`config.mk`:
```
export PLATFORM = sky130hd
export DESIGN_NAME = sba_arbiter
export DESIGN_NICKNAME = d
export VERILOG_FILES = /design/src/rtl/sba_pkg.sv /design/src/rtl/sba_sync.sv /design/src/rtl/sba_gap_timer.sv /design/src/rtl/sba_fsm.sv /design/src/rtl/sba_arbiter.sv
export SDC_FILE = /design/constraint.sdc
export NUM_CORES = 1
export LEC_CHECK = 0
export BUFFER_PORTS_ARGS = -buffer_cell sky130_fd_sc_hd__buf_2
export CAP_MARGIN = 0
export CORE_AREA = 2 2 39 41
export DETAILED_ROUTE_END_ITERATION = 12
export DIE_AREA = 0 0 41 43
export GPL_TIMING_DRIVEN = 0
export PLACE_DENSITY = 0.51
export SLEW_MARGIN = 0
export SYNTH_ARGS = -nofsm -noshare
export SYNTH_HDL_FRONTEND = slang
export SYNTH_SLANG_ARGS = --single-unit
```
`constraint.sdc`:
```
create_clock -name clk -period 2.7 [get_ports clk]
set_input_delay 0.27 -clock clk [delete_from_list [all_inputs] [get_ports clk]]
set_output_delay 0.27 -clock clk [all_outputs]
set_load 0.01 [all_outputs]
```
`src/rtl/sba_pkg.sv`:
```
package sba_pkg;

   typedef enum logic [1:0] {
      SBA_ACQ     = 2'd0,
      SBA_GAP_OUT = 2'd1,
      SBA_LENT    = 2'd2,
      SBA_GAP_IN  = 2'd3
   } sba_state_e;

   typedef struct packed {
      logic acq_en;
      logic brw_en;
      logic ack;
      logic sel;
      logic stall;
   } sba_ctl_t;

endpackage

```
`src/rtl/sba_sync.sv`:
```
module sba_sync #(
   parameter int   STAGES  = 2,
   parameter logic RST_VAL = 1'b0
) (
   input  logic clk,
   input  logic rst_n,
   input  logic din,
   output logic dout
);

   generate
      if (STAGES == 0) begin : g_bypass
         assign dout = din;
      end else begin : g_chain
         logic [STAGES-1:0] chain_q;
         always_ff @(posedge clk or negedge rst_n) begin
            if (!rst_n) begin
               chain_q <= {STAGES{RST_VAL}};
            end else begin
               chain_q <= {chain_q[STAGES-2:0], din};
            end
         end
         assign dout = chain_q[STAGES-1];
      end
   endgenerate

endmodule

```
`src/rtl/sba_gap_timer.sv`:
```
module sba_gap_timer #(
   parameter int GAP_CYCLES = 1
) (
   input  logic clk,
   input  logic rst_n,
   input  logic start,
   output logic last
);

   localparam int CNT_W = (GAP_CYCLES > 1) ? $clog2(GAP_CYCLES) : 1;
   localparam logic [CNT_W-1:0] LOAD_VAL = CNT_W'(GAP_CYCLES - 1);

   logic [CNT_W-1:0] cnt_q;

   always_ff @(posedge clk or negedge rst_n) begin
      if (!rst_n) begin
         cnt_q <= '0;
      end else if (start) begin
         cnt_q <= LOAD_VAL;
      end else if (cnt_q != '0) begin
         cnt_q <= cnt_q - 1'b1;
      end
   end

   assign last = (cnt_q == '0);

endmodule

```
`src/rtl/sba_fsm.sv`:
```
module sba_fsm
   import sba_pkg::*;
#(
   parameter int GAP_CYCLES = 1
) (
   input  logic     clk,
   input  logic     rst_n,
   input  logic     req_act,
   input  logic     done_s,
   input  logic     rel_ok,
   output sba_ctl_t ctl
);

   sba_state_e st_q, st_d;
   logic       gap_start;
   logic       gap_last;

   sba_gap_timer #(.GAP_CYCLES(GAP_CYCLES)) gap_i (
      .clk   (clk),
      .rst_n (rst_n),
      .start (gap_start),
      .last  (gap_last)
   );

   always_comb begin
      st_d      = st_q;
      gap_start = 1'b0;
      unique case (st_q)
         SBA_ACQ: begin
            if (req_act && rel_ok && !done_s) begin
               st_d      = SBA_GAP_OUT;
               gap_start = 1'b1;
            end
         end
         SBA_GAP_OUT: begin
            if (gap_last) st_d = SBA_LENT;
         end
         SBA_LENT: begin
            if (done_s) begin
               st_d      = SBA_GAP_IN;
               gap_start = 1'b1;
            end
         end
         SBA_GAP_IN: begin
            if (gap_last) st_d = SBA_ACQ;
         end
         default: st_d = SBA_ACQ;
      endcase
   end

   always_ff @(posedge clk or negedge rst_n) begin
      if (!rst_n) begin
         st_q <= SBA_ACQ;
      end else begin
         st_q <= st_d;
      end
   end

   always_comb begin
      ctl.acq_en = (st_q == SBA_ACQ);
      ctl.stall  = (st_q != SBA_ACQ);
      ctl.brw_en = (st_q == SBA_LENT);
      ctl.ack    = (st_q == SBA_LENT);
      ctl.sel    = (st_q == SBA_LENT);
   end

endmodule

```
`src/rtl/sba_arbiter.sv`:
```
module sba_arbiter
   import sba_pkg::*;
#(
   parameter int SYNC_STAGES = 2,
   parameter int GAP_CYCLES  = 1
) (
   input  logic clk,
   input  logic rst_n,
   input  logic brw_req_n,
   input  logic brw_done,
   input  logic brw_rd,
   input  logic rel_ok,
   input  logic acq_wr_req,
   output logic brw_ack,
   output logic bus_sel,
   output logic acq_path_en,
   output logic brw_path_en,
   output logic brw_dir_rd,
   output logic acq_stall,
   output logic acq_wr_accept
);

   generate
      if (GAP_CYCLES < 1) begin : g_bad_gap
         $error("sba_arbiter: GAP_CYCLES must be at least 1");
      end
      if (SYNC_STAGES == 1 || SYNC_STAGES < 0) begin : g_bad_sync
         $error("sba_arbiter: SYNC_STAGES must be 0 or 2 and above");
      end
   endgenerate

   logic     req_n_s;
   logic     done_s;
   sba_ctl_t ctl;

   sba_sync #(.STAGES(SYNC_STAGES), .RST_VAL(1'b1)) req_sync_i (
      .clk   (clk),
      .rst_n (rst_n),
      .din   (brw_req_n),
      .dout  (req_n_s)
   );

   sba_sync #(.STAGES(SYNC_STAGES), .RST_VAL(1'b0)) done_sync_i (
      .clk   (clk),
      .rst_n (rst_n),
      .din   (brw_done),
      .dout  (done_s)
   );

   sba_fsm #(.GAP_CYCLES(GAP_CYCLES)) fsm_i (
      .clk     (clk),
      .rst_n   (rst_n),
      .req_act (!req_n_s),
      .done_s  (done_s),
      .rel_ok  (rel_ok),
      .ctl     (ctl)
   );

   assign brw_ack       = ctl.ack;
   assign bus_sel       = ctl.sel;
   assign acq_path_en   = ctl.acq_en;
   assign brw_path_en   = ctl.brw_en;
   assign acq_stall     = ctl.stall;
   assign brw_dir_rd    = ctl.brw_en ? brw_rd : 1'b1;
   assign acq_wr_accept = acq_wr_req && !ctl.stall;

endmodule

```
# Word level (Yosys, flattened, before mapping)
# Cells that the tools add are included.
[totals] register_bits=7 in_bits=7 wordCells=32
[classes] addsub=1 eq_ne=7 mux=11 reduce_logical=9
[op_table] operator="2-to-1 mux 2 bit" n=4
[op_table] operator="case mux 2 bit (4 select lines)" n=1
[op_table] operator="2-to-1 mux 1 bit" n=5
[op_table] operator="equality test 2 bit (second input constant)" n=2
[op_table] operator="!= test 2 x 1 -> 1 bit (second input constant)" n=2
[op_table] operator="!= test 2 bit (second input constant)" n=2
[op_table] operator="AND reduction 4 bit" n=1
[op_table] operator="logical AND 1 bit" n=3
[op_table] operator="zero test 1 bit" n=3
[op_table] operator="equality test 2 x 1 -> 1 bit (second input constant)" n=1
[op_table] operator="zero test 2 bit" n=1
[op_table] operator="case mux 1 bit (2 select lines)" n=1
[op_table] operator="nonzero test 2 bit" n=1
[op_table] operator="subtractor 1 bit (second input constant)" n=1

# Logic depth before layout (Yosys ltp)
# Gate-level depths: netlist (run 1).
[logic_depth] depth_word=6 depth_mapped=5 ltp_nobuf=5

# Hierarchy
# A second synthesis (run 1) with hierarchy kept.
[hier_totals] cells_unflattened=33 area_unflattened_um2=380.4
[by_module_without_submodules] mod="sba_fsm" n_inst=1 cells_each=24 area_per_inst_um2=242.7
[by_module_without_submodules] mod="sba_sync (req_sync_i)" n_inst=1 cells_each=2 area_per_inst_um2=52.6
[by_module_without_submodules] mod="sba_sync (done_sync_i)" n_inst=1 cells_each=2 area_per_inst_um2=50.0
[by_module_without_submodules] mod="sba_arbiter" n_inst=1 cells_each=3 area_per_inst_um2=23.8
[by_module_without_submodules] mod="sba_gap_timer" n_inst=1 cells_each=2 area_per_inst_um2=11.3

# Worst setup path before layout (run 1)
# No wires, ideal clock.
[synth_path] kind="reg2reg" startpoint="reg fsm_i.st_q[0]" endpoint="reg fsm_i.st_q[0]" setup_ns=0.145 arrival_ns=1.337 required_time_ns=2.555 slack_ns=1.219 path_stages_with_launch=6 n_path_buf=0 cell_sequence="dfrtp_1 > inv_1 > ha_1 > or4b_1 > a21oi_1 > a311oi_1"
[synth_between] elab_chain_cells=3 word_cells_on_any_way=10 cone_classes="7 x eq/ne; 1 x mux; 2 x reduce/logical"
[synth_lines] element="from (decl)" line_no="sba_fsm.sv:14" text="sba_state_e st_q, st_d;"
[synth_lines] element="from (signal assigned)" line_no="sba_fsm.sv:55" text="st_q <= st_d;"
[synth_lines] element="equality test 2 bit (*)"
[synth_lines] element="net brw_ack" line_no="sba_arbiter.sv:14" text="output logic brw_ack,"
[synth_lines] element="!= test 2 x 1 -> 1 bit (no source line)"
[synth_lines] element="AND reduction 4 bit (no source line)"
# The timed path passes the listed nets; every way through them passes the cells marked *.
# A chain may end at the register's enable or synchronous reset.

# Final worst setup path (run 1)
[layout_path] startpoint="reg fsm_i.st_q[0]" endpoint="out bus_sel"
[layout_between] elab_chain_cells=1
[layout_lines] element="equality test 2 bit" line_no="sba_fsm.sv:64" text="ctl.sel = (st_q == SBA_LENT);"
[layout_lines] element="to (decl)" line_no="sba_arbiter.sv:15" text="output logic bus_sel,"
# Every way passes these cells.

==> run metrics, run 1 <==
clock latency on the worst-skew pair=0.24 ns; CTS tree=done; critical path type=reg2out; min-delay src=brw_req_n; core area=1380 um2; CTS clock-pin slew for the worst setup and hold paths=0.05 ns; Clock Sinks=6; R2R Path Start=fsm_i.st_q[0]; fin. max-slew vios=0; Mapped Cells=28; Final Hold Vio Count=0; register area share after synthesis=0.469; wire per inst=8.65 um; crit end category=primary output; largest net degree at the start of global routing=11; max-cap violations=0; critical path fanouts, max=10; H-tree Lvls=1; first-pass GRT wire length=779 um; VDD IR max=329 uV; Die Wd=41 um; vias in the first global route=201; PD cells=1050 nW/um2; Initial Util=0.235; WP data required=2.43 ns; Clock Skews=0.00423 ns; die height=43 um; clk buf depth=2; Nets=57; Period minus WS final=1.61 ns; RSZ-0062 raised after global routing=no; Die Area=1760 um2; 1st-iter DRT viols=1; syn avg cell area=11.6 um2; TritonCTS Buffers=3; Seq cells post-synth=6; Slew @ Worst Pin=0.287 ns; relative slew slack=0.808; Crit. Startpoint=fsm_i.st_q[0]; WHS=0.133 ns; most frequent cells in the layout=buf_2 (13), dfrtp_1 (4), inv_1 (3), ha_1 (3), clkbuf_4 (3); non-filler instance count after layout=62; HP Class=in2reg; Layout area overhead=37.3%; initial antenna violation count=0; critical path launch point type=flip-flop; WP data arrival=1.34 ns; synthesized net count=38; IO Pins=14; Synth cell types=17; P_leak=0.000214 uW; Overall Global Routing Usage=0.0680; GPL Wtd Cong=0.637; grt total ovfl=0; row count=14; routed wire length=536 um; # setup viols final=0; setup TNS=0 ns; Residual DRC=0; router iterations before antenna repair=2; most common cell after layout, fill and taps aside=buf_2; # diodes=0; share of cells above drive strength 1=0.457; FILL cells=144; Warnings, synthesis=0; CTS root buffer=clkbuf_4; Post-Syn Area=325 um2; vias=258; placed insts=57; setup repair bufs after CTS=0; via/cell ratio=4.16; Tcrit/Tclk final=0.597; PortBufs=13; post-route ant nets=0; FMAX=620 MHz; status=finished, final reports clean
[registers in the layout (all words and copies together) (netlist names)]
signal	count
done_sync_i.g_chain.chain_q	2
fsm_i.st_q	2
req_sync_i.g_chain.chain_q	2
[worst paths after layout]
check                                                       to  slack [ns]  cells past startpoint
worst max-delay path                                   bus_sel        1.09                      4
worst min-delay path             req_sync_i.g_chain.chain_q[0]        0.13                      1
worst max register to register                   fsm_i.st_q[0]        1.16                      5
worst min register to register  done_sync_i.g_chain.chain_q[1]        0.35                      0
max in group asynchronous        req_sync_i.g_chain.chain_q[1]        2.10                      2
min in group asynchronous       done_sync_i.g_chain.chain_q[0]        0.38                      2
[what timing repair did]
item                      in CTS  in global routing
resized for setup              0                  0
hold endpoints to repair       4                  0
hold buffers                   1                  0
[logic make-up (layout without fill, tap and decap cells)]
| group | after synthesis | after routing | synth area share |
|---|---|---|---|
| adders and majority gates | 3 | 3 | 0.115 |
| AOI/OAI and AO/OA | 4 | 4 | 0.0846 |
| and+or+nand+nor | 9 | 9 | 0.219 |
| buffers and inverters | 5 | 23 | 0.0808 |
| muxes | 1 | 1 | 0.0308 |
| DFF | 6 | 6 | 0.469 |
[routing by layer]
metal	GRT usage	share of wire	routed length, um	vias up
met3	0	0.082	44	0
met1	0.103	0.46	247	116
met5	0	0	0	-
met2	0.0750	0.46	244	9
met4	0.0800	0	0	0
li1	-	-	-	133
[power by group]
part | internal (uW) | switching (uW)
registers | 112 | 13.1
logic | 128 | 132
clock network | 55.9 | 30.4
[worst max-delay path, cell delays in order (launching register included)]
cell     delay (ns)
dfrtp_1        0.36
inv_1          0.12
ha_1           0.34
buf_4          0.16
buf_2          0.11
[per-stage QoR]
stage                     total power (uW)  setup WS (ns)   util  area (um2)
after detailed placement               390           1.15  0.297         410
after global routing                   521          0.983  0.323         447
after floorplan                        311           1.22      -         325
after CTS                              483           1.08  0.323         447
after global placement                 388           1.16  0.297         410
final                                  471           1.09  0.323         447
[synthesized netlist by cell type]
cell      instances  share of area
nand2b_1          2          0.038
mux2i_1           1          0.031
ha_1              3           0.12
a311oi_1          1          0.027
or4b_1            1          0.031
o32ai_1           1          0.027
nor3b_1           1          0.023
a21oi_1           2          0.031
and4bb_2          1          0.038
and2_1            1          0.019
dfrtp_1           4           0.31
nor4b_1           1          0.027
buf_4             2          0.046
dfstp_2           2           0.16
nor3_1            1          0.015
inv_1             3          0.035
or3b_1            1          0.027
[area by class of cell]
type	count	area, um2	share of cell area
flip-flops and latches	6	153	0.342
multi-input cells	17	146	0.328
repair buffers	14	75.1	0.168
clock buffers	4	26.3	0.0588
well taps	16	20.0	0.0448
plain buffers	2	15.0	0.0336
inverters	3	11.3	0.0252
(Power assumes the default switching activity.)
==> inputs of run 2 (changes only) <==
--- a/config.mk
+++ b/config.mk
@@ -11,7 +11,7 @@
 export DETAILED_ROUTE_END_ITERATION = 12
 export DIE_AREA = 0 0 41 43
 export GPL_TIMING_DRIVEN = 0
-export PLACE_DENSITY = 0.51
+export PLACE_DENSITY = 0.52
 export SLEW_MARGIN = 0
 export SYNTH_ARGS = -nofsm -noshare
 export SYNTH_HDL_FRONTEND = slang
==> constraint.sdc (replaced) <==
create_clock -name clk -period 1.35 [get_ports clk]
set_input_delay 0.135 -clock clk [delete_from_list [all_inputs] [get_ports clk]]
set_output_delay 0.135 -clock clk [all_outputs]
set_load 0.01 [all_outputs]
==> run 2 against run 1 <==
Net effect: the flow now finishes with violations (negative setup slack); critical path depth up 1; via count up 2.3%; sequential share of layout area down 3.9 points; die area unchanged; sequential power up 110%; non-clock buffer count up 2; largest power group unchanged; highest routed layer unchanged.
==> run metrics, run 2 (synthesis gave the netlist of run 1 again) <==
status=complete, but fails checks (was finished, final reports clean); failing checks=negative setup slack; wire per inst=9.11 um (was 8.65 um); Final WS setup=-0.103 ns (was 1.09 ns); die height=43 um (unchanged); cells along the critical path=inv_2 -> ha_4 -> or4b_4 -> a21oi_2 -> a311oi_1 (was inv_1 -> ha_1 -> buf_4 -> buf_2); capture point of the critical path=fsm_i.st_q[0] (was bus_sel); reg2reg setup slack=-0.10 ns (was 1.16 ns); H-tree Lvls=1 (unchanged); routed wire length=583 um (was 536 um); initial antenna violation count=0 (unchanged); Largest regs=done_sync_i.g_chain.chain_q (2), fsm_i.st_q (2), req_sync_i.g_chain.chain_q (2) (unchanged); clk buf depth=2 (unchanged); Die Wd=41 um (unchanged); clock latency on the worst-skew pair=0.24 ns (about the same); Residual DRC=0 (unchanged); Crit path buffers/inverters=1 (was 3); post-DP HPWL=423 um; HP Class=in2async (was in2reg); via/cell ratio=4.13 (was 4.16); router iterations before antenna repair=1 (was 2); dpl ws=-0.133 ns (was 1.15 ns); setup repair bufs after CTS=0 (unchanged); 1st-iter DRT viols=0 (was 1); Initial Util=0.235 (unchanged); clock power share=0.159 (was 0.183); placed insts=57 (unchanged); Clock Sinks=6 (unchanged); grt total ovfl=0 (unchanged); switching part of the total=0.372 (about the same); r2r endpoint=fsm_i.st_q[0] (unchanged); max-cap violations=0 (unchanged); WHS=0.246 ns (was 0.133 ns); combinational fraction of design power=0.595 (was 0.551); most common cell after layout, fill and taps aside=buf_2 (unchanged); VDD IR max=619 uV (was 329 uV); first-pass GRT wire length=828 um (was 779 um); P_leak=0.000220 uW (was 0.000214 uW); non-filler instance count after layout=64 (was 62); Power Internal=675 uW (was 296 uW); largest net degree at the start of global routing=11 (unchanged); Die Area=1760 um2 (unchanged); # diodes=0 (unchanged); Switching Power=399 uW (was 175 uW); Crit path max-delay family=simple AND/OR/NAND/NOR gates (was buffers and inverters); post-route ant nets=0 (unchanged); Crit-path slowest cell=or4b_4 (was dfrtp_1); R2R Path Start=fsm_i.st_q[1] (was fsm_i.st_q[0]); CTS clock-pin slew for the worst setup and hold paths=0.05 ns (about the same); Nets=59 (was 57); Overall Global Routing Usage=0.0699 (was 0.0680); FMAX=688 MHz; WP data arrival=1.56 ns (was 1.34 ns); RSZ-0062 raised after global routing=yes (was no); vias=264 (was 258); PD cells=2120 nW/um2 (was 1050 nW/um2); CTS root buffer=clkbuf_4 (unchanged); GPL Wtd Cong=0.625 (was 0.637); setup TNS=-0.166 ns (was 0 ns); row count=14 (unchanged); Crit. Startpoint=fsm_i.st_q[1] (was fsm_i.st_q[0]); Tcrit/Tclk final=1.08; critical path depth in cells=5 (was 4); critical path launch point type=flip-flop (unchanged); CTS tree=done (unchanged); TritonCTS Buffers=3 (unchanged); FILL cells=141 (was 144); critical path fanouts, max=4 (was 10); Final Hold Vio Count=0 (unchanged); final total power=1070 uW (was 471 uW); vias in the first global route=216 (was 201); IO Pins=14 (unchanged); Period minus WS final=1.45 ns; WP data required=1.46 ns (was 2.43 ns); share of cells above drive strength 1=0.604 (was 0.457); most frequent cells in the layout=buf_2 (11), buf_4 (4), clkbuf_4 (3), dfrtp_1 (3), dlygate4sd3_1 (3) (was buf_2 (13), dfrtp_1 (4), inv_1 (3), ha_1 (3), clkbuf_4 (3)); Sequential Power Share=0.246 (was 0.266); Slew @ Worst Pin=0.261 ns (was 0.287 ns); Reg2Reg Depth=5 (unchanged); relative slew slack=0.825 (was 0.808); Layout area overhead=56.2% (was 37.3%); core area=1380 um2 (unchanged); Slowest Stage Delay on Critical Path=0.51 ns (was 0.36 ns); critical path type=reg2reg (was reg2out); Clock Skews=0.00555 ns (was 0.00423 ns); crit end category=flip-flop (was primary output); PortBufs=13 (unchanged); # setup viols final=3 (was 0); fin. max-slew vios=0 (unchanged)
## run 2: changes by cell type in the layout (fill, tap and decap cells not counted), moves of 2 or more
cell,previous run,this run
inv_1,3,1
buf_4,2,4
inv_2,0,2
ha_4,0,2
buf_2,13,11
ha_1,3,0
dlygate4sd3_1,1,3
## run 2: what timing repair did
action	CTS	global route
pin swaps	0	1
gates resized for setup	0	10
cloned	0	0
hold buffers	3	0
setup endpoints to repair	7	9
endpoints found under the hold margin	8	0
## run 2: through the flow
step            util  instance area, um2
2_1_floorplan      -                 330
5_1_grt        0.367                 508
6_report       0.367                 508
4_1_cts        0.341                 472
3_3_place_gp   0.300                 415
3_5_place_dp   0.300                 415
## run 2: final cells by class
cell class                 count  area [um2]  share of cell area
clock buffer                   4        26.3              0.0517
inverter                       3        11.3              0.0222
multi-input combinational     17         181               0.357
tap                           16        20.0              0.0394
sequential                     6         154               0.303
buffer                         2        15.0              0.0296
timing repair buffer          16         100               0.197
## run 2: how the worst min path moves through the flow
| stage | end | slack, ns |
|---|---|---|
| detailed placement | fsm_i.st_q[1] | -0.04 |
| CTS | done_sync_i.g_chain.chain_q[1] | 0.23 |
| global route | fsm_i.st_q[0] | 0.27 |
| global placement | done_sync_i.g_chain.chain_q[0] | -0.04 |
| floorplan | done_sync_i.g_chain.chain_q[0] | -0.16 |
| finish | done_sync_i.g_chain.chain_q[1] | 0.25 |
## run 2: per-layer routing
layer	vias to the layer above	share of wire	global-route usage	wire length, um
met5	-	0	0	0
met4	0	0	0.0600	0
met3	0	0.067	0	39
met2	9	0.49	0.0969	288
met1	116	0.44	0.0960	255
li1	139	-	-	-
## run 2: power by group through the flow
stage	clock [uW]	combinational [uW]	sequential [uW]
after CTS	184	549	249
after detailed placement	0	541	252
final	171	640	264
after global placement	0	543	252
after global routing	189	708	271
after floorplan	0	388	247
==> inputs of run 3 (changes only) <==
--- a/config.mk
+++ b/config.mk
@@ -5,13 +5,15 @@
 export SDC_FILE = /design/constraint.sdc
 export NUM_CORES = 1
 export LEC_CHECK = 0
+export ABC_AREA = 1
 export BUFFER_PORTS_ARGS = -buffer_cell sky130_fd_sc_hd__buf_2
 export CAP_MARGIN = 0
 export CORE_AREA = 2 2 39 41
 export DETAILED_ROUTE_END_ITERATION = 12
 export DIE_AREA = 0 0 41 43
 export GPL_TIMING_DRIVEN = 0
-export PLACE_DENSITY = 0.52
+export PLACE_DENSITY = 0.5
+export SETUP_SLACK_MARGIN = 0.2
 export SLEW_MARGIN = 0
 export SYNTH_ARGS = -nofsm -noshare
 export SYNTH_HDL_FRONTEND = slang
==> run 3 against run 2 <==
Net effect: the run now ends clean; routed wire length is 6.3% lower; combinational power is 22% higher; register-to-register slack better by 0.24 ns; sequential power is 3% lower; total power is 12% higher; count of clock-buffer cells in the layout stayed put; final cell count is 11% higher; non-clock buffer count is 4 higher; clock skew is 0.0019 ns higher; maximum frequency is 17% higher; synthesized cell count is 11% higher; global-route usage is 0.81 points higher; critical endpoint is now acq_wr_accept; largest cell class is now non-clock buffers; largest power group unchanged.
==> run metrics, run 3 <==
status=finished, final reports clean (was complete, but fails checks); PD cells=2180 nW/um2 (was 2120 nW/um2); switching part of the total=0.358 (was 0.372); Largest regs=done_sync_i.g_chain.chain_q (2), fsm_i.st_q (2), req_sync_i.g_chain.chain_q (2) (unchanged); VDD IR max=999 uV (was 619 uV); Nets=66 (was 59); capture point of the critical path=acq_wr_accept (was fsm_i.st_q[0]); grt total ovfl=0 (unchanged); placed insts=60 (was 57); Post-Syn Area=297 um2 (was 325 um2); # setup viols final=0 (was 3); Most used DFF post-synth=dfrtp_1 (unchanged); CTS root buffer=clkbuf_4 (unchanged); max-cap violations=0 (unchanged); largest net degree at the start of global routing=7 (was 11); register area share after synthesis=0.515 (was 0.469); Final Util=0.401 (was 0.367); Final Hold Vio Count=0 (unchanged); PortBufs=13 (unchanged); clk buf depth=2 (unchanged); register area=153 um2 (was 154 um2); fin. max-slew vios=0 (unchanged); Post-synth EDFFs=0 (unchanged); R2R Path Start=fsm_i.st_q[1] (unchanged); crit end category=primary output (was flip-flop); dpl ws=0.213 ns (was -0.133 ns); wire per inst=7.69 um (was 9.11 um); relative slew slack=0.887 (was 0.825); Warnings, synthesis=0 (unchanged); Period minus WS final=1.24 ns (was 1.45 ns); vias=269 (was 264); most frequent cells in the layout=buf_6 (7), buf_2 (7), inv_2 (5), buf_4 (5) (was buf_2 (11), buf_4 (4), clkbuf_4 (3), dfrtp_1 (3), dlygate4sd3_1 (3)); Layout area overhead=86.9% (was 56.2%); share of cells above drive strength 1=0.709 (was 0.604); FMAX=804 MHz (was 688 MHz); FFs w/ async S/R, synth=1.00 (unchanged); IO Pins=14 (unchanged); top-count cell post-synth=nand2_1 (was dfrtp_1); combinational fraction of design power=0.647 (was 0.595); critical path fanouts, max=4 (unchanged); 1st-iter DRT viols=1 (was 0); Yosys top cell by area=dfrtp_1 (unchanged); synthesized net count=41 (was 38); main area contributors after synthesis=dfrtp_1 (34%), dfstp_2 (18%), ha_1 (13%), nand2_1 (8.9%), inv_1 (7.6%) (was dfrtp_1 (31%), dfstp_2 (16%), ha_1 (12%), buf_4 (4.6%), and4bb_2 (3.8%)); clock latency on the worst-skew pair=0.24 ns (about the same); Die Wd=41 um (unchanged); Reg2Reg Depth=5 (unchanged); P_leak=0.000284 uW (was 0.000220 uW); die height=43 um (unchanged); Synth cell types=11 (was 17); RSZ-0062 raised after global routing=yes (unchanged); Slew @ Worst Pin=0.170 ns (was 0.261 ns); Tcrit/Tclk final=0.922 (was 1.08); clock power share=0.142 (was 0.159); area taken by multi-input logic gates=148 um2 (was 181 um2); non-filler instance count after layout=71 (was 64); share of the synthesized area in the top cell type=0.338 (was 0.308); Residual DRC=0 (unchanged); Sequential Power Share=0.211 (was 0.246); core area=1380 um2 (unchanged); H-tree Lvls=1 (unchanged); Die Area=1760 um2 (unchanged); vias in the first global route=267 (was 216); GPL Wtd Cong=0.622 (was 0.625); setup TNS=0 ns (was -0.166 ns); Clock Skews=0.00749 ns (was 0.00555 ns); row count=14 (unchanged); router iterations before antenna repair=2 (was 1); CTS clock-pin slew for the worst setup and hold paths=0.05 ns (about the same); reg2reg setup slack=0.14 ns (was -0.10 ns); Overall Global Routing Usage=0.0780 (was 0.0699); critical path type=reg2out (was reg2reg); r2r endpoint=fsm_i.st_q[0] (unchanged); routed wire length=546 um (was 583 um); WP data required=1.22 ns (was 1.46 ns); most frequent cells after synthesis=nand2_1 (7), inv_1 (6), dfrtp_1 (4) (was dfrtp_1 (4), ha_1 (3), inv_1 (3)); Power Internal=775 uW (was 675 uW); Final Cell Area=554 um2 (was 508 um2); Mapped Cells=31 (was 28); first-pass GRT wire length=931 um (was 828 um); FILL cells=138 (was 141); CTS tree=done (unchanged); post-route ant nets=0 (unchanged); HP Class=in2async (unchanged); Initial Util=0.214 (was 0.235); Crit. Startpoint=fsm_i.st_q[1] (unchanged); Seq cells post-synth=6 (unchanged); initial antenna violation count=0 (unchanged); via/cell ratio=3.79 (was 4.13); Clock Sinks=6 (unchanged); # diodes=0 (unchanged); Switching Power=432 uW (was 399 uW); syn avg cell area=9.57 um2 (was 11.6 um2); Final WS setup=0.106 ns (was -0.103 ns); critical path launch point type=flip-flop (unchanged); dpl cell area=382 um2 (was 415 um2); TritonCTS Buffers=3 (unchanged); WP data arrival=1.11 ns (was 1.56 ns)
run 3: how the worst min path moves through the flow:
stage               cells past startpoint  startpoint                             end  slack, ns
detailed placement                      1       rst_n  done_sync_i.g_chain.chain_q[0]      -0.04
floorplan                               0       rst_n  done_sync_i.g_chain.chain_q[0]      -0.16
global route                            2       rst_n                   fsm_i.st_q[1]       0.25
CTS                                     2       rst_n  done_sync_i.g_chain.chain_q[0]       0.23
global placement                        1       rst_n  done_sync_i.g_chain.chain_q[0]      -0.04
finish                                  2       rst_n                   fsm_i.st_q[1]       0.24
run 3: repair_timing:
action | CTS | global route
pin swaps | 2 | 3
endpoints found under the hold margin | 8 | 0
resized for setup | 9 | 14
hold buffers | 3 | 0
endpoints found under the setup margin | 8 | 9
buffers inserted | 3 | 1
run 3: per-layer routing:
metal | wire, um | part of all wire | track usage
met3 | 41 | 0.075 | 0.0157
met1 | 186 | 0.34 | 0.0728
met2 | 318 | 0.58 | 0.134
met5 | 0 | 0 | 0
met4 | 0 | 0 | 0.0600
run 3: layout make-up:
type                       instances  share of cell area
buffer                             2              0.0406
clock buffer                       4              0.0474
inverter                           7              0.0474
multi-input combinational         16               0.266
sequential                         6               0.275
tap                               16              0.0361
timing repair buffer              20               0.287
run 3: cells by family (layout without fill, tap and decap cells):
kind of cell  count (synthesis)  after routing  share of synthesized area
flops                         6              6                      0.515
buf+inv                       9             33                      0.139
fa+ha+maj                     3              3                      0.127
simple gates                 13             13                      0.219
run 3: metrics by stage:
stage          total power [uW]  hold slack [ns]
2_1_floorplan               561           -0.161
3_3_place_gp                696          -0.0385
3_5_place_dp                697          -0.0382
4_1_cts                    1060            0.229
5_1_grt                    1330            0.246
6_report                   1210            0.240
run 3: worst max-delay path, cell delays in order (launching register included):
cell     delay [ns]
dfrtp_1        0.42
inv_2          0.10
ha_4           0.16
nand2_2        0.05
inv_2          0.05
buf_6          0.09
run 3: power groups by stage:
stage | Combinational (uW) | Sequential, uW | Clock, uW
2_1_floorplan | 320 | 241 | 0
3_3_place_gp | 451 | 245 | 0
3_5_place_dp | 452 | 245 | 0
4_1_cts | 624 | 254 | 185
5_1_grt | 878 | 259 | 198
6_report | 781 | 255 | 171
